--- src/rtl/vwu_pkg.sv ---
package vwu_pkg;

    localparam int VEC_W      = 128;
    localparam int OP_W       = 8;
    localparam int SIZE_W     = 4;
    localparam int NUM_SIZES  = 3;
    localparam int MAX_SIZE   = NUM_SIZES - 1;
    localparam int BASE_ELEM  = 8;

    localparam logic [OP_W-1:0] OPC_SIGN_UPPER  = 8'hD7;
    localparam logic [OP_W-1:0] OPC_LOGIC_UPPER = 8'hD5;
    localparam logic [OP_W-1:0] OPC_SIGN_LOWER  = 8'hD6;
    localparam logic [OP_W-1:0] OPC_LOGIC_LOWER = 8'hD4;

    typedef struct packed {
        logic known;
        logic upper;
        logic zero_fill;
    } vwu_variant_t;

    typedef struct packed {
        logic             valid;
        logic             exc;
        logic [VEC_W-1:0] result;
    } vwu_out_t;

endpackage

--- src/rtl/vwu_decode.sv ---
module vwu_decode
    import vwu_pkg::*;
(
    input  logic [OP_W-1:0] opcode,
    output vwu_variant_t    variant
);

    always_comb begin
        variant = '0;
        unique case (opcode)
            OPC_SIGN_UPPER: begin
                variant.known     = 1'b1;
                variant.upper     = 1'b1;
                variant.zero_fill = 1'b0;
            end
            OPC_LOGIC_UPPER: begin
                variant.known     = 1'b1;
                variant.upper     = 1'b1;
                variant.zero_fill = 1'b1;
            end
            OPC_SIGN_LOWER: begin
                variant.known     = 1'b1;
                variant.upper     = 1'b0;
                variant.zero_fill = 1'b0;
            end
            OPC_LOGIC_LOWER: begin
                variant.known     = 1'b1;
                variant.upper     = 1'b0;
                variant.zero_fill = 1'b1;
            end
            default: variant = '0;
        endcase
    end

endmodule

--- src/rtl/vwu_size_check.sv ---
module vwu_size_check
    import vwu_pkg::*;
#(
    parameter int MAX_CODE = MAX_SIZE
) (
    input  logic [SIZE_W-1:0] size_code,
    output logic              legal
);

    localparam logic [SIZE_W-1:0] LIMIT = SIZE_W'(MAX_CODE);

    always_comb begin
        legal = (size_code <= LIMIT);
    end

endmodule

--- src/rtl/vwu_widen.sv ---
module vwu_widen #(
    parameter int VEC_W = 128,
    parameter int SRC_W = 8
) (
    input  logic [VEC_W-1:0] src,
    input  logic             upper,
    input  logic             zero_fill,
    output logic [VEC_W-1:0] dst
);

    localparam int DST_W = 2 * SRC_W;
    localparam int N_DST = VEC_W / DST_W;
    localparam int SKIP  = N_DST;

    for (genvar i = 0; i < N_DST; i++) begin : g_lane
        logic [SRC_W-1:0] up_e;
        logic [SRC_W-1:0] lo_e;
        logic [SRC_W-1:0] pick;
        logic             fill;

        always_comb begin
            up_e = src[VEC_W-1-i*SRC_W -: SRC_W];
            lo_e = src[VEC_W-1-(i+SKIP)*SRC_W -: SRC_W];
            pick = upper ? up_e : lo_e;
            fill = zero_fill ? 1'b0 : pick[SRC_W-1];
        end

        assign dst[VEC_W-1-i*DST_W -: DST_W] = {{SRC_W{fill}}, pick};
    end

endmodule

--- src/rtl/vec_widen_unit.sv ---
module vec_widen_unit
    import vwu_pkg::*;
(
    input  logic              clk,
    input  logic              rst_n,
    input  logic              in_valid,
    input  logic [OP_W-1:0]   in_opcode,
    input  logic [SIZE_W-1:0] in_size,
    input  logic [VEC_W-1:0]  in_src,
    output logic              out_valid,
    output logic [VEC_W-1:0]  out_result,
    output logic              out_spec_exc
);

    vwu_variant_t     variant;
    logic             size_ok;
    logic [VEC_W-1:0] widened [NUM_SIZES];
    logic [VEC_W-1:0] chosen;
    vwu_out_t         out_d;
    vwu_out_t         out_q;

    vwu_decode u_decode (
        .opcode  (in_opcode),
        .variant (variant)
    );

    vwu_size_check #(.MAX_CODE(MAX_SIZE)) u_size (
        .size_code (in_size),
        .legal     (size_ok)
    );

    for (genvar k = 0; k < NUM_SIZES; k++) begin : g_size
        vwu_widen #(
            .VEC_W (VEC_W),
            .SRC_W (BASE_ELEM << k)
        ) u_widen (
            .src       (in_src),
            .upper     (variant.upper),
            .zero_fill (variant.zero_fill),
            .dst       (widened[k])
        );
    end

    always_comb begin
        chosen = '0;
        for (int k = 0; k < NUM_SIZES; k++) begin
            if (in_size == SIZE_W'(k)) chosen = widened[k];
        end
    end

    always_comb begin
        out_d = '0;
        if (in_valid && variant.known) begin
            if (size_ok) begin
                out_d.valid  = 1'b1;
                out_d.result = chosen;
            end else begin
                out_d.exc = 1'b1;
            end
        end
    end

    always_ff @(posedge clk) begin
        if (!rst_n) out_q <= '0;
        else        out_q <= out_d;
    end

    assign out_valid    = out_q.valid;
    assign out_spec_exc = out_q.exc;
    assign out_result   = out_q.result;

    AST_VALID_EXC_EXCL: assert property (@(posedge clk) disable iff (!rst_n)
        !(out_valid && out_spec_exc));

    AST_IDLE_ZERO: assert property (@(posedge clk) disable iff (!rst_n)
        !out_valid |-> (out_result == '0));

    AST_ONE_CYCLE: assert property (@(posedge clk) disable iff (!rst_n)
        (out_valid || out_spec_exc) |-> $past(in_valid));

    AST_EXC_SIZE: assert property (@(posedge clk) disable iff (!rst_n)
        out_spec_exc |-> ($past(in_size) > SIZE_W'(MAX_SIZE)));

    AST_VALID_SIZE: assert property (@(posedge clk) disable iff (!rst_n)
        out_valid |-> ($past(in_size) <= SIZE_W'(MAX_SIZE)));

    AST_UNKNOWN_QUIET: assert property (@(posedge clk) disable iff (!rst_n)
        (in_valid && !variant.known) |=> !(out_valid || out_spec_exc));

endmodule

--- config.mk ---
export PLATFORM = sky130hd
export DESIGN_NAME = vec_widen_unit
export DESIGN_NICKNAME = d
export VERILOG_FILES = /design/src/rtl/vwu_pkg.sv /design/src/rtl/vwu_decode.sv /design/src/rtl/vwu_size_check.sv /design/src/rtl/vwu_widen.sv /design/src/rtl/vec_widen_unit.sv
export SDC_FILE = /design/constraint.sdc
export NUM_CORES = 1
export LEC_CHECK = 0
export BUFFER_PORTS_ARGS = -buffer_cell sky130_fd_sc_hd__buf_2
export CORE_UTILIZATION = 46
export DETAILED_ROUTE_END_ITERATION = 10
export GPL_TIMING_DRIVEN = 0
export PLACE_DENSITY = 0.88
export SLEW_MARGIN = 20
export SYNTH_ARGS = -nofsm -noshare
export SYNTH_HDL_FRONTEND = slang
export SYNTH_SLANG_ARGS = --single-unit
export TNS_END_PERCENT = 5
--- constraint.sdc ---
create_clock -name clk -period 1.8 [get_ports clk]
set_input_delay 0.09 -clock clk [delete_from_list [all_inputs] [get_ports clk]]
set_output_delay 0.09 -clock clk [all_outputs]
set_load 0.03 [all_outputs]
**After elaboration in Yosys (flattened, before gate mapping)**

Index checks and enable logic that the tools add are counted.

- Equality and inequality tests: 6
- $lt $le $gt $ge: 1
- Multiplexer cells: 34
- Reductions and logical operators: 4

Operators with widths:

| kind | number |
|---|---|
| $mux W128 | 3 |
| $mux W16 | 4 |
| $mux W32 | 2 |
| $mux W8 | 8 |
| $eq A8 B8 Y1 const B | 4 |
| $mux W1 | 16 |
| $pmux W3 S4 | 1 |
| $eq A4 B1 Y1 const B | 1 |
| $eq A4 B2 Y1 const B | 1 |
| $le A4 B2 Y1 const B | 1 |
| $logic_not A4 Y1 | 1 |
| $reduce_and A3 Y1 | 1 |
| $reduce_and A2 Y1 | 1 |
| $logic_and A1 B1 Y1 | 1 |

- Output and inout port bits: 130
- Word-level logic and storage cells: 48
- Input port bits: 143
- Register bits after elaboration: 130

**Logic depth before layout (Yosys ltp)**

- Word-level depth: 7
- Depth in mapped cells: 8
- Depth with buffers taken out: 5

**Modules after synthesis**

From an unflattened synthesis, not the netlist that was laid out.

- Cell total of the unflattened synthesis: 1144
- Area, all modules: 10177.3 um^2

Modules (own cells, without submodules):

| module | sequential area each (um^2) | instances | cells an instance | area an instance (um^2) |
|---|---|---|---|---|
| vec_widen_unit | 2602.5 | 1 | 719 | 5677.9 |
| vwu_widen at g_size[2].u_widen | 0.0 | 1 | 137 | 1592.8 |
| vwu_widen at g_size[0].u_widen | 0.0 | 1 | 143 | 1520.2 |
| vwu_widen at g_size[1].u_widen | 0.0 | 1 | 139 | 1316.3 |
| vwu_decode | 0.0 | 1 | 5 | 57.6 |
| vwu_size_check | 0.0 | 1 | 1 | 12.5 |

**Worst setup path before layout**

Ideal clock, no wire load.

- Path type: input to register
- Start point: input in_size[0]
- End point: register out_q, in the netlist out_result[40]
- Data required time: 1.721 ns
- Setup time: 0.079 ns
- Path buffers: 2
- Arrival time: 1.509 ns
- Stages: 6
- Path slack: 0.212 ns
- Cells stage by stage: buf_6 a211o_1 or4_1 buf_4 a211o_4 o211ai_1

- Longest elaborated chain between the ends: 4
- Elaborated cells on any way between the ends: 8
- Those cells by class: order compare (1); eq/ne (2); mux (3); reduce/logical (2)

Ends and longest elaborated chain:

| item | RTL line | source |
|---|---|---|
| start: declaration | vec_widen_unit.sv:8 | `input logic [SIZE_W-1:0] in_size,` |
| branches (longest 4 deep; another with $le A4 B2 Y1) | -- |  |
| end signal: assignment | vec_widen_unit.sv:65 | `else out_q <= out_d;` |
| end: declaration | vec_widen_unit.sv:20 | `vwu_out_t out_q;` |

Parallel ways; which one is timed is not known.
A chain may end at the register's enable or synchronous reset.

**Final worst setup path**

- Start point: input in_opcode[5]
- End point: register out_q, in the netlist out_result[87]

- Longest elaborated chain between the ends: 6
- Elaborated cells on any way between the ends: 14
- Those cells by class: eq/ne (4); mux (8); reduce/logical (2)

Ends and longest elaborated chain:

| item | RTL line | source |
|---|---|---|
| start: declaration | vec_widen_unit.sv:7 | `input logic [OP_W-1:0] in_opcode,` |
| $eq A8 B8 Y1 | vwu_decode.sv:10 | `unique case (opcode)` |
| $pmux W3 S4 * | vwu_decode.sv:10 |  |
| $mux W8 / $mux W16 (equally long branches) | vwu_widen.sv:24 | `pick = upper ? up_e : lo_e;` |
| $mux W128 / $mux W1 (equally long branches) | vec_widen_unit.sv:47, vwu_widen.sv:25 |  |
| $mux W128 (2 in a row) | vec_widen_unit.sv:47 | `if (in_size == SIZE_W'(k)) chosen = widened[k];` |

Every way passes the cells marked *; elsewhere a longest branch is shown, timed or not.

==> qor.txt <==
Detailed Route Iter0 Violations -> 670
P_int -> 5.025 mW
Placed cells -> 986
Initial antenna violation count -> 1
Clock period minus worst slack -> 1.730 ns
Number of synthesized register bits -> 116
Vias per inst -> 5.763
Core area -> 11080 um^2
Num CTS Buffers -> 17
DRC Markers -> 0
Switching Share -> 0.2347
Initial Util -> 0.4805
VDD IR-drop max -> 0.6583 mV
Worst-path fanout max -> 10
Post-synthesis sequential area ratio -> 0.4363
Synth Area in Adders -> 0
Xor and xnor area share after synthesis -> 0.001646
Clk pin slew, worst setup/hold paths -> 0.05 ns
Synth warn -> 0
CP required -> 2.05 ns
PD cells -> 819.1 nW/um^2
Setup tns final -> 0 ns
Hold Vio Cnt, Final -> 0
Leading cell type in the layout, fill and taps excluded -> buf_2
Hold path startpoint -> in_src[26]
Commonest non-fill, non-tap cells in the layout -> 277 x buf_2, 116 x dfxtp_1, 62 x mux2i_1, 57 x dlygate4sd3_1, 55 x a21oi_1
# IOs -> 273
Mux share of post-synthesis cell area -> 0.1208
Hold path endpoint -> out_result[42]
Tot GR Track Use -> 0.3614
Die area -> 12010 um^2
Area grow syn2layout -> 50.59%
Share of cells above drive strength 1 -> 0.3679
Maximum capacitance violations -> 0
Clk buf depth -> 2
FP Rows -> 38
CP Data Arrival Time -> 1.98 ns
Crit end category -> flip-flop
Clock Sinks -> 116
Compound-cell area share of the yosys netlist -> 0.2586
Slowest-stage cell, CP -> a41oi_2
First-pass GRT wire length -> 31.92 mm
Layout Cells excl Fill -> 1077
Synth Area in Simple Gates -> 0.1135
CP startpoint kind -> input pin
Hold WC Path Type -> input pin to flip-flop
Slew @ Worst Pin -> 0.9149 ns
Final max-slew violation count -> 0
Status -> finished, final reports clean
Largest stage delay, worst path -> 0.47 ns
Htree depth -> 4
Syn nets -> 720
Rel. slew slack -> 0.3901
Antenna Violating Nets Remaining -> 0
Post-synth cell types -> 49
WL/cell -> 20.00 um
Mean post-synth cell area -> 9.225 um^2
DIE HEIGHT -> 109.6 um
Post-layout util -> 0.7235
Vias in the first global route -> 6099
Routability cong. -> 0.9227
Largest family of logic cells by synthesized area -> compound AO/OA/AOI/OAI gates
DRT Pass-1 Iters -> 5
Logic pwr share -> 0.100
Fmax -> 578.1 MHz
P_leak -> 3.976 nW
Die W -> 109.6 um
Final setup fails -> 0
Layout net count -> 1065
RSZ-0062 raised after global routing -> false
Sw Pwr -> 1.541 mW
Hold path depth -> 3
Sequential share of power -> 0.391
Clock Power Share -> 0.509
DPL Wire Length -> 14.60 mm
Cell count after synthesis -> 577
Port-buffer cells -> 269
Final Cycle Share -> 0.9610
Worst path cell trace -> buf_2 > nand4bb_2 > clkbuf_1 > o311a_1 > a41oi_2 > a41oi_1
Drt total wl -> 21.54 mm
Vias -> 6207
Root Driver -> clkbuf_16
Mapped Area -> 5323 um^2
Total grt overflow -> 0
CP Class -> input pin to flip-flop
Largest net degree at the start of global routing -> 17
CTS tree -> built
==> cell type report <==
class,instances,area [um^2]
diodes,2,5.005
plain buffers,60,349.1
clock buffers,23,478.0
clock inverters,9,102.6
fillers,797,3063
inverters,2,20.02
multi-input cells,399,2646
flip-flops and latches,116,2322
well taps,140,175.2
repair buffers,326,1917
==> routing by layer <==
| layer | track usage | share of wire |
|---|---|---|
| met5 | 0 | 0 |
| met1 | 0.3906 | 0.37 |
| met3 | 0.1393 | 0.10 |
| met2 | 0.6056 | 0.49 |
| met4 | 0.2019 | 0.038 |
==> cell usage after synthesis, drive strengths merged <==
cell     count  area, um^2
mux2i       62       620.6
a221o        1       10.01
o21ai       65       325.3
nor4         1       6.260
a21boi      10       78.82
buf         36       257.8
a41oi        2       25.03
nand2b       1       6.260
and4         3       26.28
inv          1       3.750
dfxtp      116        2322
nor2         6       22.52
xnor2        1       8.760
a2111oi      1       8.760
o31a         2       17.52
and4bb       1       12.51
nor2b        1       6.260
nand4bb      1       11.26
o21a         8       60.06
and2         8       50.05
o311a        1       10.01
nor4b        2       23.77
nand2       41       168.9
a211oi       2       15.01
or4          2       15.01
a21o        32       240.2
o31ai        4       30.03
a21oi       55       275.3
clkbuf      24       90.09
nand3       31       155.2
nand4        1       6.260
or4b         1       10.01
clkinv       1       16.27
nor3         3       15.01
o22ai       15       93.84
o211ai      19       142.6
mux2         2       22.52
or3          2       12.51
a211o        3       43.79
and3         9       56.30
==> kinds of logic after synthesis <==
kind of cell | Yosys count
AO/OA/AOI/OAI | 220
flip-flops | 116
AND/OR/NAND/NOR | 114
multiplexers | 64
buffers and inverters | 62
XOR/XNOR | 1
==> flip-flops by register name (all words and copies together) (netlist names) <==
| name | cells |
|---|---|
| out_result | 114 |
| out_spec_exc | 1 |
| out_valid | 1 |
==> metrics by stage <==
stage	area (um^2)	power [mW]	setup slack, ns	hold slack (ns)
after floorplan	5323	2.874	0.2119	0.2234
final	8015	6.565	0.07011	0.01560
after CTS	7995	6.546	0.05148	0.002815
after global placement	6844	3.134	-0.4150	0.3342
after global routing	8013	6.769	0.02167	0.01889
after detailed placement	6844	3.143	-0.3685	0.3345
==> what timing repair did <==
action / in CTS / in global routing
endpoints found under the hold margin: 29 / 0
resized for setup: 0 / 5
hold buffers: 57 / 0
endpoints found under the setup margin: 0 / 45
buffers inserted: 0 / 0
==> worst max-delay path by stage <==
stage,from,slack [ns],depth (start not counted),endpoint
6_report,in_opcode[5],0.07,6,out_result[87]
5_1_grt,in_opcode[5],0.02,6,out_result[87]
4_1_cts,in_opcode[5],0.05,6,out_result[72]
3_5_place_dp,in_opcode[5],-0.37,6,out_result[87]
3_3_place_gp,in_opcode[5],-0.42,6,out_result[76]
2_1_floorplan,in_size[0],0.21,6,out_result[40]
==> worst max-delay path, delay by kind of cell <==
| kind | cells | cell delay (ns) |
|---|---|---|
| AOI/OAI and AO/OA | 3 | 1.06 |
| buffers and inverters | 2 | 0.43 |
| and+or+nand+nor | 1 | 0.38 |
==> power by group through the flow <==
stage	registers, mW	logic (mW)	clock network (mW)
4_1_cts	2.57	0.616	3.36
2_1_floorplan	2.63	0.248	0
3_5_place_dp	2.62	0.518	0
3_3_place_gp	2.62	0.509	0
6_report	2.57	0.654	3.34
5_1_grt	2.57	0.696	3.50
Power figures use the tool's default switching activity.
